<file path="config.mk">
export PLATFORM = sky130hd
export DESIGN_NAME = slave_resp_rx
export DESIGN_NICKNAME = d
export VERILOG_FILES = /design/src/rtl/slave_resp_rx_pkg.sv /design/src/rtl/slave_resp_rx_dp.sv /design/src/rtl/slave_resp_rx_ctrl.sv /design/src/rtl/slave_resp_rx.sv
export SDC_FILE = /design/constraint.sdc
export NUM_CORES = 1
export LEC_CHECK = 0
export BUFFER_PORTS_ARGS = -buffer_cell sky130_fd_sc_hd__buf_2
export CORE_MARGIN = 4
export CORE_UTILIZATION = 55
export CTS_CLUSTER_SIZE = 28
export DETAILED_ROUTE_END_ITERATION = 10
export PLACE_DENSITY_LB_ADDON = 0.12
export SLEW_MARGIN = 20
export SYNTH_ARGS = -nofsm -noshare
export SYNTH_HDL_FRONTEND = slang
export SYNTH_SLANG_ARGS = --single-unit
</file>
<file path="constraint.sdc">
create_clock -name clk -period 4.5 [get_ports clk]
set_input_delay 0.225 -clock clk [delete_from_list [all_inputs] [get_ports clk]]
set_output_delay 0.225 -clock clk [all_outputs]
set_load 0.01 [all_outputs]
</file>
<file path="src/rtl/slave_resp_rx_pkg.sv">
package slave_resp_rx_pkg;

  typedef enum logic [3:0] {
    ST_IDLE, ST_ECHO, ST_WAIT, ST_HEAD, ST_DATA,
    ST_CRC, ST_CHECK, ST_FILL, ST_TXWAIT, ST_PRIME
  } rxState_e;

  typedef enum logic {TX_POLL = 1'b0, TX_TERM = 1'b1} txKind_e;

  // strobes from control to datapath
  typedef struct packed {
    logic clrAll;
    logic clrFrame;
    logic takeHdr;
    logic takeData;
    logic takeCrc;
  } rxStrobe_t;

  localparam logic [1:0] TAG_ACK  = 2'd0;
  localparam logic [1:0] TAG_BUSY = 2'd1;
  localparam logic [1:0] TAG_MISC = 2'd2;

  localparam logic [2:0] C_OK      = 3'd0;
  localparam logic [2:0] C_STUCK   = 3'd1;
  localparam logic [2:0] C_MISC    = 3'd2;
  localparam logic [2:0] C_SLVCRC  = 3'd3;
  localparam logic [2:0] C_TIMEOUT = 3'd4;
  localparam logic [2:0] C_RESPCRC = 3'd5;

  function automatic logic [3:0] crcStep(input logic [3:0] c, input logic b,
                                         input logic [3:0] poly);
    logic fb;
    fb = c[3] ^ b;
    return {c[2:0], 1'b0} ^ (fb ? poly : 4'h0);
  endfunction

endpackage

</file>
<file path="src/rtl/slave_resp_rx_dp.sv">
module slave_resp_rx_dp
  import slave_resp_rx_pkg::*;
#(
  parameter int MAX_BYTES = 4,
  parameter logic [3:0] CRC_POLY = 4'h7
) (
  input  logic                   clk,
  input  logic                   rstN,
  input  rxStrobe_t              strobe,
  input  logic                   lineIn,
  output logic                   bitVal,
  output logic [1:0]             tagLive,
  output logic [1:0]             tagReg,
  output logic                   crcZero,
  output logic [MAX_BYTES*8-1:0] rdData
);
  localparam int IDX_W = (MAX_BYTES > 1) ? $clog2(MAX_BYTES) : 1;

  logic [3:0]       crcReg;
  logic [3:0]       hdr;
  logic [6:0]       partial;
  logic [2:0]       bitPos;
  logic [IDX_W-1:0] byteIdx;
  logic             byteDone;
  logic [7:0]       fullByte;

  assign bitVal   = ~lineIn;            // line is active low
  assign tagLive  = {hdr[0], bitVal};   // tag as it completes this cycle
  assign tagReg   = hdr[1:0];
  assign crcZero  = (crcReg == 4'h0);
  assign byteDone = strobe.takeData && (bitPos == 3'd7);
  assign fullByte = {partial, bitVal};

  always_ff @(posedge clk) begin
    if (!rstN || strobe.clrAll) begin
      crcReg  <= 4'h0;
      hdr     <= 4'h0;
      partial <= 7'h0;
      bitPos  <= 3'd0;
      byteIdx <= '0;
    end else if (strobe.clrFrame) begin
      crcReg  <= crcStep(4'h0, 1'b1, CRC_POLY);  // start bit is covered
      hdr     <= 4'h0;
      partial <= 7'h0;
      bitPos  <= 3'd0;
      byteIdx <= '0;
    end else begin
      if (strobe.takeHdr || strobe.takeData || strobe.takeCrc)
        crcReg <= crcStep(crcReg, bitVal, CRC_POLY);
      if (strobe.takeHdr)
        hdr <= {hdr[2:0], bitVal};
      if (strobe.takeData) begin
        partial <= {partial[5:0], bitVal};
        bitPos  <= bitPos + 3'd1;
        if (byteDone) byteIdx <= byteIdx + 1'b1;
      end
    end
  end

  for (genvar g = 0; g < MAX_BYTES; g++) begin : g_lane
    always_ff @(posedge clk) begin
      if (!rstN || strobe.clrAll)
        rdData[g*8 +: 8] <= 8'h00;
      else if (byteDone && byteIdx == IDX_W'(g))
        rdData[g*8 +: 8] <= fullByte;
    end
  end

  p_crc_seed_r6: assert property (@(posedge clk) disable iff (!rstN)
    strobe.clrFrame |=> (crcReg == CRC_POLY));

endmodule

</file>
<file path="src/rtl/slave_resp_rx_ctrl.sv">
module slave_resp_rx_ctrl
  import slave_resp_rx_pkg::*;
#(
  parameter int ECHO_CLKS  = 16,
  parameter int START_WAIT = 1000,
  parameter int FILL_CLKS  = 100,
  parameter int PRIME_CLKS = 100,
  parameter int MAX_BUSY   = 100,
  parameter int MAX_BYTES  = 4
) (
  input  logic                           clk,
  input  logic                           rstN,
  input  logic                           startReq,
  input  logic                           isRead,
  input  logic [$clog2(MAX_BYTES+1)-1:0] sizeBytes,
  input  logic                           bitVal,
  input  logic [1:0]                     tagLive,
  input  logic [1:0]                     tagReg,
  input  logic                           crcZero,
  input  logic                           txDone,
  output rxStrobe_t                      strobe,
  output logic                           busTick,
  output logic                           lineOe,
  output logic                           txReq,
  output txKind_e                        txKind,
  output logic                           done,
  output logic [2:0]                     errCode
);
  localparam int SZ_W     = $clog2(MAX_BYTES+1);
  localparam int DATA_MAX = MAX_BYTES * 8;
  localparam int M1       = (ECHO_CLKS > START_WAIT) ? ECHO_CLKS : START_WAIT;
  localparam int M2       = (FILL_CLKS > PRIME_CLKS) ? FILL_CLKS : PRIME_CLKS;
  localparam int M3       = (M1 > M2) ? M1 : M2;
  localparam int CNT_MAX  = (M3 > DATA_MAX) ? M3 : DATA_MAX;
  localparam int CNT_W    = $clog2(CNT_MAX + 1);
  localparam int BUSY_W   = $clog2(MAX_BUSY + 1);

  localparam logic [CNT_W-1:0]  ECHO_LAST  = CNT_W'(ECHO_CLKS - 1);
  localparam logic [CNT_W-1:0]  WAIT_LAST  = CNT_W'(START_WAIT - 1);
  localparam logic [CNT_W-1:0]  FILL_LAST  = CNT_W'(FILL_CLKS - 1);
  localparam logic [CNT_W-1:0]  PRIME_LAST = CNT_W'(PRIME_CLKS - 1);
  localparam logic [CNT_W-1:0]  NIB_LAST   = CNT_W'(3);
  localparam logic [BUSY_W-1:0] BUSY_LIM   = BUSY_W'(MAX_BUSY);
  localparam logic [SZ_W-1:0]   SZ_LIM     = SZ_W'(MAX_BYTES);

  rxState_e          state;
  logic [CNT_W-1:0]  cnt;
  logic [CNT_W-1:0]  nBits;
  logic [BUSY_W-1:0] busyCnt;
  logic              termMode;
  logic [2:0]        pend;
  logic [SZ_W-1:0]   szEff;

  assign szEff = (sizeBytes > SZ_LIM) ? SZ_LIM : sizeBytes;

  always_comb begin
    strobe          = '0;
    strobe.clrAll   = (state == ST_IDLE) && startReq;
    strobe.clrFrame = (state == ST_WAIT) && bitVal;
    strobe.takeHdr  = (state == ST_HEAD);
    strobe.takeData = (state == ST_DATA);
    strobe.takeCrc  = (state == ST_CRC);
  end

  assign lineOe  = (state == ST_ECHO) || (state == ST_FILL) || (state == ST_PRIME);
  assign busTick = lineOe || (state == ST_WAIT) || (state == ST_HEAD) ||
                   (state == ST_DATA) || (state == ST_CRC);

  always_ff @(posedge clk) begin
    if (!rstN) begin
      state    <= ST_IDLE;
      cnt      <= '0;
      nBits    <= '0;
      busyCnt  <= '0;
      termMode <= 1'b0;
      pend     <= C_OK;
      txReq    <= 1'b0;
      txKind   <= TX_POLL;
      done     <= 1'b0;
      errCode  <= C_OK;
    end else begin
      done <= 1'b0;
      unique case (state)
        ST_IDLE: if (startReq) begin
          nBits    <= isRead ? CNT_W'({szEff, 3'b000}) : '0;
          busyCnt  <= '0;
          termMode <= 1'b0;
          cnt      <= '0;
          state    <= ST_ECHO;
        end
        ST_ECHO: if (cnt == ECHO_LAST) begin
          cnt   <= '0;
          state <= ST_WAIT;
        end else cnt <= cnt + 1'b1;
        ST_WAIT: if (bitVal) begin
          cnt   <= '0;
          state <= ST_HEAD;
        end else if (cnt == WAIT_LAST) begin
          cnt   <= '0;
          pend  <= termMode ? C_STUCK : C_TIMEOUT;
          state <= ST_PRIME;
        end else cnt <= cnt + 1'b1;
        ST_HEAD: if (cnt == NIB_LAST) begin
          cnt   <= '0;
          state <= (!termMode && nBits != '0 && tagLive == TAG_ACK) ? ST_DATA : ST_CRC;
        end else cnt <= cnt + 1'b1;
        ST_DATA: if (cnt == nBits - 1'b1) begin
          cnt   <= '0;
          state <= ST_CRC;
        end else cnt <= cnt + 1'b1;
        ST_CRC: if (cnt == NIB_LAST) begin
          cnt   <= '0;
          state <= ST_CHECK;
        end else cnt <= cnt + 1'b1;
        ST_CHECK: begin
          cnt   <= '0;
          state <= ST_PRIME;
          if (termMode)            pend <= C_STUCK;
          else if (!crcZero)       pend <= C_RESPCRC;
          else if (tagReg == TAG_ACK)  pend <= C_OK;
          else if (tagReg == TAG_BUSY) state <= ST_FILL;
          else if (tagReg == TAG_MISC) pend <= C_MISC;
          else                     pend <= C_SLVCRC;
        end
        ST_FILL: if (cnt == FILL_LAST) begin
          cnt   <= '0;
          txReq <= 1'b1;
          state <= ST_TXWAIT;
          if (busyCnt < BUSY_LIM) begin
            busyCnt <= busyCnt + 1'b1;
            txKind  <= TX_POLL;
          end else begin
            termMode <= 1'b1;
            txKind   <= TX_TERM;
          end
        end else cnt <= cnt + 1'b1;
        ST_TXWAIT: if (txDone) begin
          txReq <= 1'b0;
          cnt   <= '0;
          state <= ST_ECHO;
        end
        ST_PRIME: if (cnt == PRIME_LAST) begin
          cnt     <= '0;
          done    <= 1'b1;
          errCode <= pend;
          state   <= ST_IDLE;
        end else cnt <= cnt + 1'b1;
        default: state <= ST_IDLE;
      endcase
    end
  end

  p_done_pulse_r9: assert property (@(posedge clk) disable iff (!rstN)
    done |=> !done);
  p_req_hold_r12: assert property (@(posedge clk) disable iff (!rstN)
    (txReq && !txDone) |=> txReq);
  p_data_on_ack_r5: assert property (@(posedge clk) disable iff (!rstN)
    (state == ST_DATA) |-> (tagReg == TAG_ACK && !termMode));
  p_busy_cap_r8: assert property (@(posedge clk) disable iff (!rstN)
    (txReq && txKind == TX_POLL) |-> (busyCnt <= BUSY_LIM));
  p_code_range_r4: assert property (@(posedge clk) disable iff (!rstN)
    done |-> (errCode <= C_RESPCRC));

endmodule

</file>
<file path="src/rtl/slave_resp_rx.sv">
module slave_resp_rx
  import slave_resp_rx_pkg::*;
#(
  parameter int ECHO_CLKS  = 16,
  parameter int START_WAIT = 1000,
  parameter int FILL_CLKS  = 100,
  parameter int PRIME_CLKS = 100,
  parameter int MAX_BUSY   = 100,
  parameter int MAX_BYTES  = 4,
  parameter logic [3:0] CRC_POLY = 4'h7
) (
  input  logic                           clk,
  input  logic                           rstN,
  input  logic                           startReq,
  input  logic                           isRead,
  input  logic [$clog2(MAX_BYTES+1)-1:0] sizeBytes,
  input  logic                           lineIn,
  output logic                           lineOe,
  output logic                           lineOut,
  output logic                           busTick,
  output logic                           txReq,
  output logic                           txKind,
  input  logic                           txDone,
  output logic                           done,
  output logic [2:0]                     errCode,
  output logic [MAX_BYTES*8-1:0]         rdData
);
  rxStrobe_t strobe;
  logic      bitVal;
  logic [1:0] tagLive, tagReg;
  logic      crcZero;
  txKind_e   kind;

  slave_resp_rx_ctrl #(
    .ECHO_CLKS(ECHO_CLKS), .START_WAIT(START_WAIT), .FILL_CLKS(FILL_CLKS),
    .PRIME_CLKS(PRIME_CLKS), .MAX_BUSY(MAX_BUSY), .MAX_BYTES(MAX_BYTES)
  ) u_ctrl (
    .clk(clk), .rstN(rstN), .startReq(startReq), .isRead(isRead),
    .sizeBytes(sizeBytes), .bitVal(bitVal), .tagLive(tagLive), .tagReg(tagReg),
    .crcZero(crcZero), .txDone(txDone), .strobe(strobe), .busTick(busTick),
    .lineOe(lineOe), .txReq(txReq), .txKind(kind), .done(done), .errCode(errCode)
  );

  slave_resp_rx_dp #(.MAX_BYTES(MAX_BYTES), .CRC_POLY(CRC_POLY)) u_dp (
    .clk(clk), .rstN(rstN), .strobe(strobe), .lineIn(lineIn), .bitVal(bitVal),
    .tagLive(tagLive), .tagReg(tagReg), .crcZero(crcZero), .rdData(rdData)
  );

  assign lineOut = lineOe;   // idle level is high (logical zero)
  assign txKind  = kind;

endmodule

</file>
==> flow_metrics.env, run 1 <==
export IMPL_outcome="completed"
export IMPL_via_per_inst=5.46
export IMPL_synthArstFlopShare_pct=0
export IMPL_fin_skew_ns=0.0118
export IMPL_antenna_found_initial=0
export IMPL_grt_util_all_layers_pct=20.7
export IMPL_hold_buffers=0
export IMPL_row_count=30
export IMPL_htreeDepth=3
export IMPL_worstPathMaxFanout=11
export IMPL_sequential_cell_area_mm2=0.00168
export IMPL_wl_per_cell_um=14.0
export IMPL_cts_setup_buffers=0
export IMPL_power_density_mw_per_mm2=397
export IMPL_mappedNetlistNets=499
export IMPL_vdd_ir_drop_max_uv=237
export IMPL_fp_coreArea_mm2=0.00683
export IMPL_path_class="flop to flop"
export IMPL_clkSinkCount=84
export IMPL_max_slew_margin_pct=54.0
export IMPL_die_area_mm2=0.00848
export IMPL_synth_cell_types=53
export IMPL_drt_pass1_iterations=4
export IMPL_synth_avg_cell_area_um2=8.10
export IMPL_rsz0062_at_grt="false"
export IMPL_post_cts_resize_count=0
export IMPL_drtIter0Drc=108
export IMPL_setup_tns_ns=0
export IMPL_insertion_delay_ns=0.36
export IMPL_leakage_nw=1.61
export IMPL_synth_top_flop_cell="dfxtp_1"
export IMPL_nNetsFinal=529
export IMPL_synth_edff_count=0
export IMPL_portBuffers=49
export IMPL_slew_violations=0
export IMPL_grt_pass1_wl_mm=14.2
export IMPL_cp_arrival_ns=2.85
export IMPL_fmax_mhz=388
export IMPL_stdcell_count=610
export IMPL_die_w_um=92.1
export IMPL_nFillCells=639
export IMPL_cts_buffers=9
export IMPL_cp_end_kind="flop"
export IMPL_yosysSeqAreaShare_pct=43.2
export IMPL_placedCellCount=595
export IMPL_worst_slew_pin_slew_ns=0.689
export IMPL_period_share_pct=57.3
export IMPL_clockBufferDepth=2
export IMPL_final_core_util_pct=63.0
export IMPL_num_io_pins=50
export IMPL_cap_violations=0
export IMPL_ys_seq_elements=84
export IMPL_cts_tree="done"
export IMPL_hold_viol_final=0
export IMPL_grt_pass1_vias=2960
export IMPL_grt_start_max_net_pins=33
export IMPL_start_kind="flop"
export IMPL_area_growth_pct=10.6
export IMPL_drc_errors=0
export IMPL_vias=3329
export IMPL_initial_core_util_pct=56.9
export IMPL_root_buffer="clkbuf_8"
export IMPL_min_period_ns=2.58
export IMPL_die_h_um=92.1
export IMPL_hp_class="primary input to flop"
export IMPL_finalSetupViolations=0
export IMPL_routed_wl_mm=8.51
export IMPL_ys_warn_count=0
export IMPL_dp_hpwl_mm=6.06
export IMPL_drtAntennaViolNets=0
export IMPL_synthCells=480
export IMPL_clkTransAtPathRegs_ns=0.08
export IMPL_multi_input_area_mm2=0.00203
export IMPL_drive_above_1_share_pct=15.0
export IMPL_syn_area_mm2=0.00389
export IMPL_gp_congestion=0.916
export IMPL_diodes=0
export IMPL_grt_ovfl_total=0
export IMPL_cp_required_ns=4.77
placed cells by master, fill, tap and decap left out, drive strengths merged, types with 10 or more instances in the layout:
cell,n
ha,10
mux2i,12
nand3,15
inv,12
o21ai,14
buf,51
nand2,101
nor2,43
dfxtp,84
a21oi,55
cells by family (layout without fill, tap and decap cells):
kind of cell    count (synthesis)  count (layout)  synth area share, %
xor+xnor                       16              16                 3.60
compound gates                104             104                 16.9
fa+ha+maj                      10              10                 3.22
simple gates                  212             212                 25.4
buf+inv                        42              76                 4.60
mux                            12              12                 3.09
flops                          84              84                 43.2
state kept, by name, indices dropped and copies added, names as in the netlist, 4 cells and up:
signal          count
u_dp.rdData        32
u_ctrl.cnt         10
u_ctrl.busyCnt      7
u_dp.partial        7
u_ctrl.state        4
u_dp.crcReg         4
stage by stage:
stage	cell area, um^2	hold slack, ns	setup WS, ns	power, mW
3_3_place_gp	4130	0.441	2.03	1.23
2_1_floorplan	3890	0.377	2.14	1.16
3_5_place_dp	4130	0.444	1.94	1.24
6_report	4300	0.144	1.92	1.71
5_1_grt	4300	0.137	1.74	1.80
4_1_cts	4300	0.126	1.95	1.72
where the power goes:
group / internal [mW] / switching [mW]
Combinational: 0.145 / 0.251
Clock: 0.202 / 0.280
Sequential: 0.768 / 0.0610
Total: 1.12 / 0.592
worst max-delay path, stage by stage (launching register included):
cell      delay (ns)
dfxtp_1         0.39
inv_1           0.06
ha_1            0.20
ha_1            0.21
or3_1           0.31
a211oi_1        0.27
a31oi_1         0.17
or3_4           0.46
o21bai_4        0.21
o31ai_2         0.21
cell type report:
| cell class | count | area share (%) |
|---|---|---|
| tap | 96 | 2.79 |
| sequential | 84 | 39.1 |
| timing repair buffer | 51 | 6.05 |
| inverter | 10 | 0.873 |
| clock inverter | 6 | 1.13 |
| clock buffer | 9 | 2.88 |
| multi-input combinational | 354 | 47.2 |
path summary, 6_finish.rpt:
| kind | start | endpoint | slack (ns) | cells past startpoint |
|---|---|---|---|---|
| worst max register to register | u_ctrl.nBits[3]$_SDFFE_PN0P_ | u_ctrl.state[2]$_SDFFE_PN0P_ | 1.92 | 9 |
| worst max-delay path | u_ctrl.nBits[3]$_SDFFE_PN0P_ | u_ctrl.state[2]$_SDFFE_PN0P_ | 1.92 | 9 |
| worst min-delay path | sizeBytes[2] | u_ctrl.nBits[5]$_SDFFE_PN0P_ | 0.14 | 3 |
| worst min register to register | u_dp.rdData[1]$_SDFFE_PP0P_ | u_dp.rdData[1]$_SDFFE_PP0P_ | 0.45 | 2 |
per-layer routing:
metal  up-vias  track usage (%)  wire length [um]
met5         -                0                 0
met4         0             9.53               145
met3        13             3.12               330
met2        73             31.2              3770
met1      1519             29.0              4270
li1       1724                -                 -
cell usage after synthesis, types with 3 or more instances:
cell type,number,share of area (%)
xor2_1,7,1.6
a211oi_1,7,1.4
xnor2_1,9,2.0
nand2b_1,6,0.97
nor2_1,43,4.1
o21ai_0,13,1.7
a21o_1,3,0.58
dfxtp_1,84,43
nand2_1,101,9.7
or3_1,5,0.80
mux2i_1,12,3.1
clkbuf_1,22,2.1
a21oi_1,55,7.1
and3_1,9,1.4
ha_1,10,3.2
inv_1,10,0.97
nor3_1,6,0.77
buf_2,8,1.0
a31oi_1,3,0.48
nand4_1,8,1.3
nand3_1,15,1.9
o311ai_0,3,0.68
(Power assumes the default switching activity.)
==> run 2: changes to the inputs <==
--- a/config.mk
+++ b/config.mk
@@ -5,9 +5,10 @@
 export SDC_FILE = /design/constraint.sdc
 export NUM_CORES = 1
 export LEC_CHECK = 0
+export ABC_AREA = 1
 export BUFFER_PORTS_ARGS = -buffer_cell sky130_fd_sc_hd__buf_2
 export CORE_MARGIN = 4
-export CORE_UTILIZATION = 55
+export CORE_UTILIZATION = 52
 export CTS_CLUSTER_SIZE = 28
 export DETAILED_ROUTE_END_ITERATION = 10
 export PLACE_DENSITY_LB_ADDON = 0.12
==> constraint.sdc (replaced) <==
create_clock -name clk -period 2.1 [get_ports clk]
set_input_delay 0.105 -clock clk [delete_from_list [all_inputs] [get_ports clk]]
set_output_delay 0.105 -clock clk [all_outputs]
set_load 0.01 [all_outputs]
==> flow_metrics.env, run 2 <==
export IMPL_outcome="completed"
export IMPL_grt_ovfl_total=0
export IMPL_nFillCells=780
export IMPL_largest_reg_flops=32
export IMPL_hold_viol_final=0
export IMPL_grt_start_max_net_pins=40
export IMPL_num_io_pins=50
export IMPL_grt_pass1_vias=3494
export IMPL_cpMaxStageDelayCell="dfxtp_1"
export IMPL_fp_coreArea_mm2=0.00777
export IMPL_worstPathMaxFanout=9
export IMPL_seqPwrFrac_pct=41.6
export IMPL_path_class="flop to output pin"
export IMPL_row_count=32
export IMPL_hold_path_startpoint="sizeBytes[0]"
export IMPL_drt_pass1_iterations=7
export IMPL_cp_end_kind="output pin"
export IMPL_regMostFlops="u_dp.rdData"
export IMPL_cts_buffers=9
export IMPL_diodes=0
export IMPL_multi_input_area_mm2=0.00214
export IMPL_power_density_mw_per_mm2=921
export IMPL_ys_seq_elements=84
export IMPL_die_area_mm2=0.00952
export IMPL_synth_top_area_share_pct=40.3
export IMPL_leakage_nw=2.04
export IMPL_cap_violations=0
export IMPL_power_switching_mw=1.67
export IMPL_clockPowerShare_pct=27.6
export IMPL_antenna_found_initial=0
export IMPL_cts_tree="done"
export IMPL_rrSetupSlack_ns=0.18
export IMPL_worst_path_largest_cell_delay_ns=0.53
export IMPL_final_cell_mix="nand2_1 (164), dfxtp_1 (84), a21oi_1 (70)"
export IMPL_yosysTopAreaCell="dfxtp_1"
export IMPL_synth_top_flop_cell="dfxtp_1"
export IMPL_worstPathCellList="nor2_4 -> nand2_1 -> nand3_1 -> nor2_4 -> inv_1 -> buf_2"
export IMPL_grt_util_all_layers_pct=20.7
export IMPL_mostFrequentLayoutCell="nand2_1"
export IMPL_yosysMostFrequentCell="nand2_1"
export IMPL_reg_top3="u_dp.rdData (32), u_ctrl.cnt (10)"
export IMPL_hold_buffers=0
export IMPL_placed_area_mm2=0.00449
export IMPL_via_per_inst=5.11
export IMPL_fmax_mhz=500
export IMPL_clockBufferDepth=2
export IMPL_gp_congestion=0.899
export IMPL_worstReg2RegStart="u_ctrl.nBits[3]$_SDFFE_PN0P_"
export IMPL_min_period_ns=2.00
export IMPL_mappedNetlistNets=628
export IMPL_whs_path_depth=3
export IMPL_slew_violations=0
export IMPL_hp_class="primary input to flop"
export IMPL_drtIter0Drc=196
export IMPL_root_buffer="clkbuf_8"
export IMPL_p_total_mw=4.34
export IMPL_cp_top_family="simple AND/OR/NAND/NOR gates"
export IMPL_vias=3885
export IMPL_vdd_ir_drop_max_uv=515
export IMPL_synthCells=609
export IMPL_max_slew_margin_pct=63.4
export IMPL_rr_endpoint="u_ctrl.state[2]$_SDFFE_PN0P_"
export IMPL_worst_slew_pin_slew_ns=0.546
export IMPL_start_kind="flop"
export IMPL_insertion_delay_ns=0.36
export IMPL_fin_area_mm2=0.00471
export IMPL_clkSinkCount=84
export IMPL_yosysSeqAreaShare_pct=40.3
export IMPL_preCtsSetupSlack_ns=0.130
export IMPL_yosys_top_cells_area="dfxtp_1 (40%), nand2_1 (15%), a21oi_1 (8.4%)"
export IMPL_cp_num_buf_inv=2
export IMPL_cp_required_ns=2.00
export IMPL_r2r_cells=14
export IMPL_routed_wl_mm=9.78
export IMPL_switching_share_pct=38.3
export IMPL_nNetsFinal=673
export IMPL_wl_per_cell_um=12.9
export IMPL_synthArstFlopShare_pct=0
export IMPL_cts_setup_buffers=0
export IMPL_drc_errors=0
export IMPL_period_share_pct=95.3
export IMPL_synth_cell_types=33
export IMPL_syn_area_mm2=0.00417
export IMPL_ys_warn_count=0
export IMPL_power_internal_mw=2.68
export IMPL_cp_common_cell="nor2_4"
export IMPL_drive_above_1_share_pct=16.2
export IMPL_ys_top_cells_by_count="nand2_1 (165), dfxtp_1 (84), a21oi_1 (70)"
export IMPL_sequential_cell_area_mm2=0.00168
export IMPL_die_w_um=97.6
export IMPL_synth_avg_cell_area_um2=6.85
export IMPL_dp_hpwl_mm=7.23
export IMPL_p_comb_share_pct=30.8
export IMPL_area_growth_pct=12.9
export IMPL_portBuffers=49
export IMPL_htreeDepth=3
export IMPL_synth_edff_count=0
export IMPL_finalSetupViolations=0
export IMPL_holdPathEnd="u_ctrl.nBits[3]$_SDFFE_PN0P_"
export IMPL_initial_core_util_pct=53.7
export IMPL_drtAntennaViolNets=0
export IMPL_clkTransAtPathRegs_ns=0.10
export IMPL_layout_setup_ws_ns=0.0994
export IMPL_cp_arrival_ns=1.90
export IMPL_die_h_um=97.6
export IMPL_grt_pass1_wl_mm=16.5
export IMPL_fin_skew_ns=0.0150
## run 2: cell count changes in the layout (fill, tap and decap cells not counted), sizes merged, moves of 12 or more
cell	before	now
a21oi	55	70
inv	12	70
mux2i	12	0
nand2	101	175
nand3	15	54
nor2	43	76
## run 2: worst max path at each step
stage | from | endpoint | cells past startpoint
finish | u_ctrl.state[3]$_SDFFE_PN0P_ | busTick | 6
global route | u_ctrl.nBits[3]$_SDFFE_PN0P_ | u_ctrl.state[0]$_SDFFE_PN0P_ | 14
global placement | u_ctrl.nBits[3]$_SDFFE_PN0P_ | u_ctrl.cnt[0]$_SDFFE_PN0P_ | 13
detailed placement | u_ctrl.nBits[3]$_SDFFE_PN0P_ | u_ctrl.cnt[0]$_SDFFE_PN0P_ | 13
floorplan | u_ctrl.nBits[3]$_SDFFE_PN0P_ | u_ctrl.cnt[0]$_SDFFE_PN0P_ | 13
CTS | u_ctrl.state[3]$_SDFFE_PN0P_ | busTick | 6
## run 2: tightest hold or removal path: stages
cell and delay, ns:
buf_2 0.10, nand2_1 0.05, o22ai_1 0.08
## run 2: metrics by stage
| stage | cells | hold slack, ns | util, % | TNS (ns) |
|---|---|---|---|---|
| after floorplan | 609 | 0.265 | - | 0 |
| after global placement | 745 | 0.387 | 57.8 | 0 |
| final | 761 | 0.0232 | 60.7 | 0 |
| after detailed placement | 745 | 0.382 | 57.8 | 0 |
| after CTS | 761 | 0.00396 | 60.4 | 0 |
| after global routing | 761 | 0.0116 | 60.7 | -0.00384 |
## run 2: power by group through the flow
stage / registers [mW] / logic [mW] / clock network (mW)
2_1_floorplan: 1.82 / 1.01 / 0
3_3_place_gp: 1.84 / 1.26 / 0
3_5_place_dp: 1.84 / 1.27 / 0
4_1_cts: 1.81 / 1.28 / 1.23
5_1_grt: 1.82 / 1.51 / 1.31
6_report: 1.81 / 1.34 / 1.20
## run 2: cells by family (layout without fill, tap and decap cells)
family | Yosys count | in the layout | share of synthesized area [%]
compound gates | 94 | 94 | 11.5
xor+xnor | 10 | 10 | 2.10
fa+ha+maj | 10 | 10 | 3.00
buf+inv | 87 | 137 | 8.93
flops | 84 | 84 | 40.3
simple gates | 324 | 324 | 34.1
## run 2: final cells by class
cell class,instances,share of cell area (%)
Clock buffer,9,2.63
Sequential cell,84,35.7
Timing Repair Buffer,54,6.53
Clock inverter,7,1.70
Inverter,67,5.33
Tap cell,102,2.71
Multi-Input combinational cell,438,45.4
## run 2: what timing repair did
action	4_1_cts	5_1_grt
hold endpoints to repair	0	0
setup endpoints to repair	0	13
resized for setup	0	4
## run 2: per-layer routing
metal / GRT usage, % / share of wire, % / up-vias
met1: 29.2 / 49 / 1773
met3: 3.16 / 3.7 / 7
li1: - / - / 2036
met4: 5.22 / 0.78 / 0
met2: 33.1 / 46 / 69
met5: 0 / 0 / -
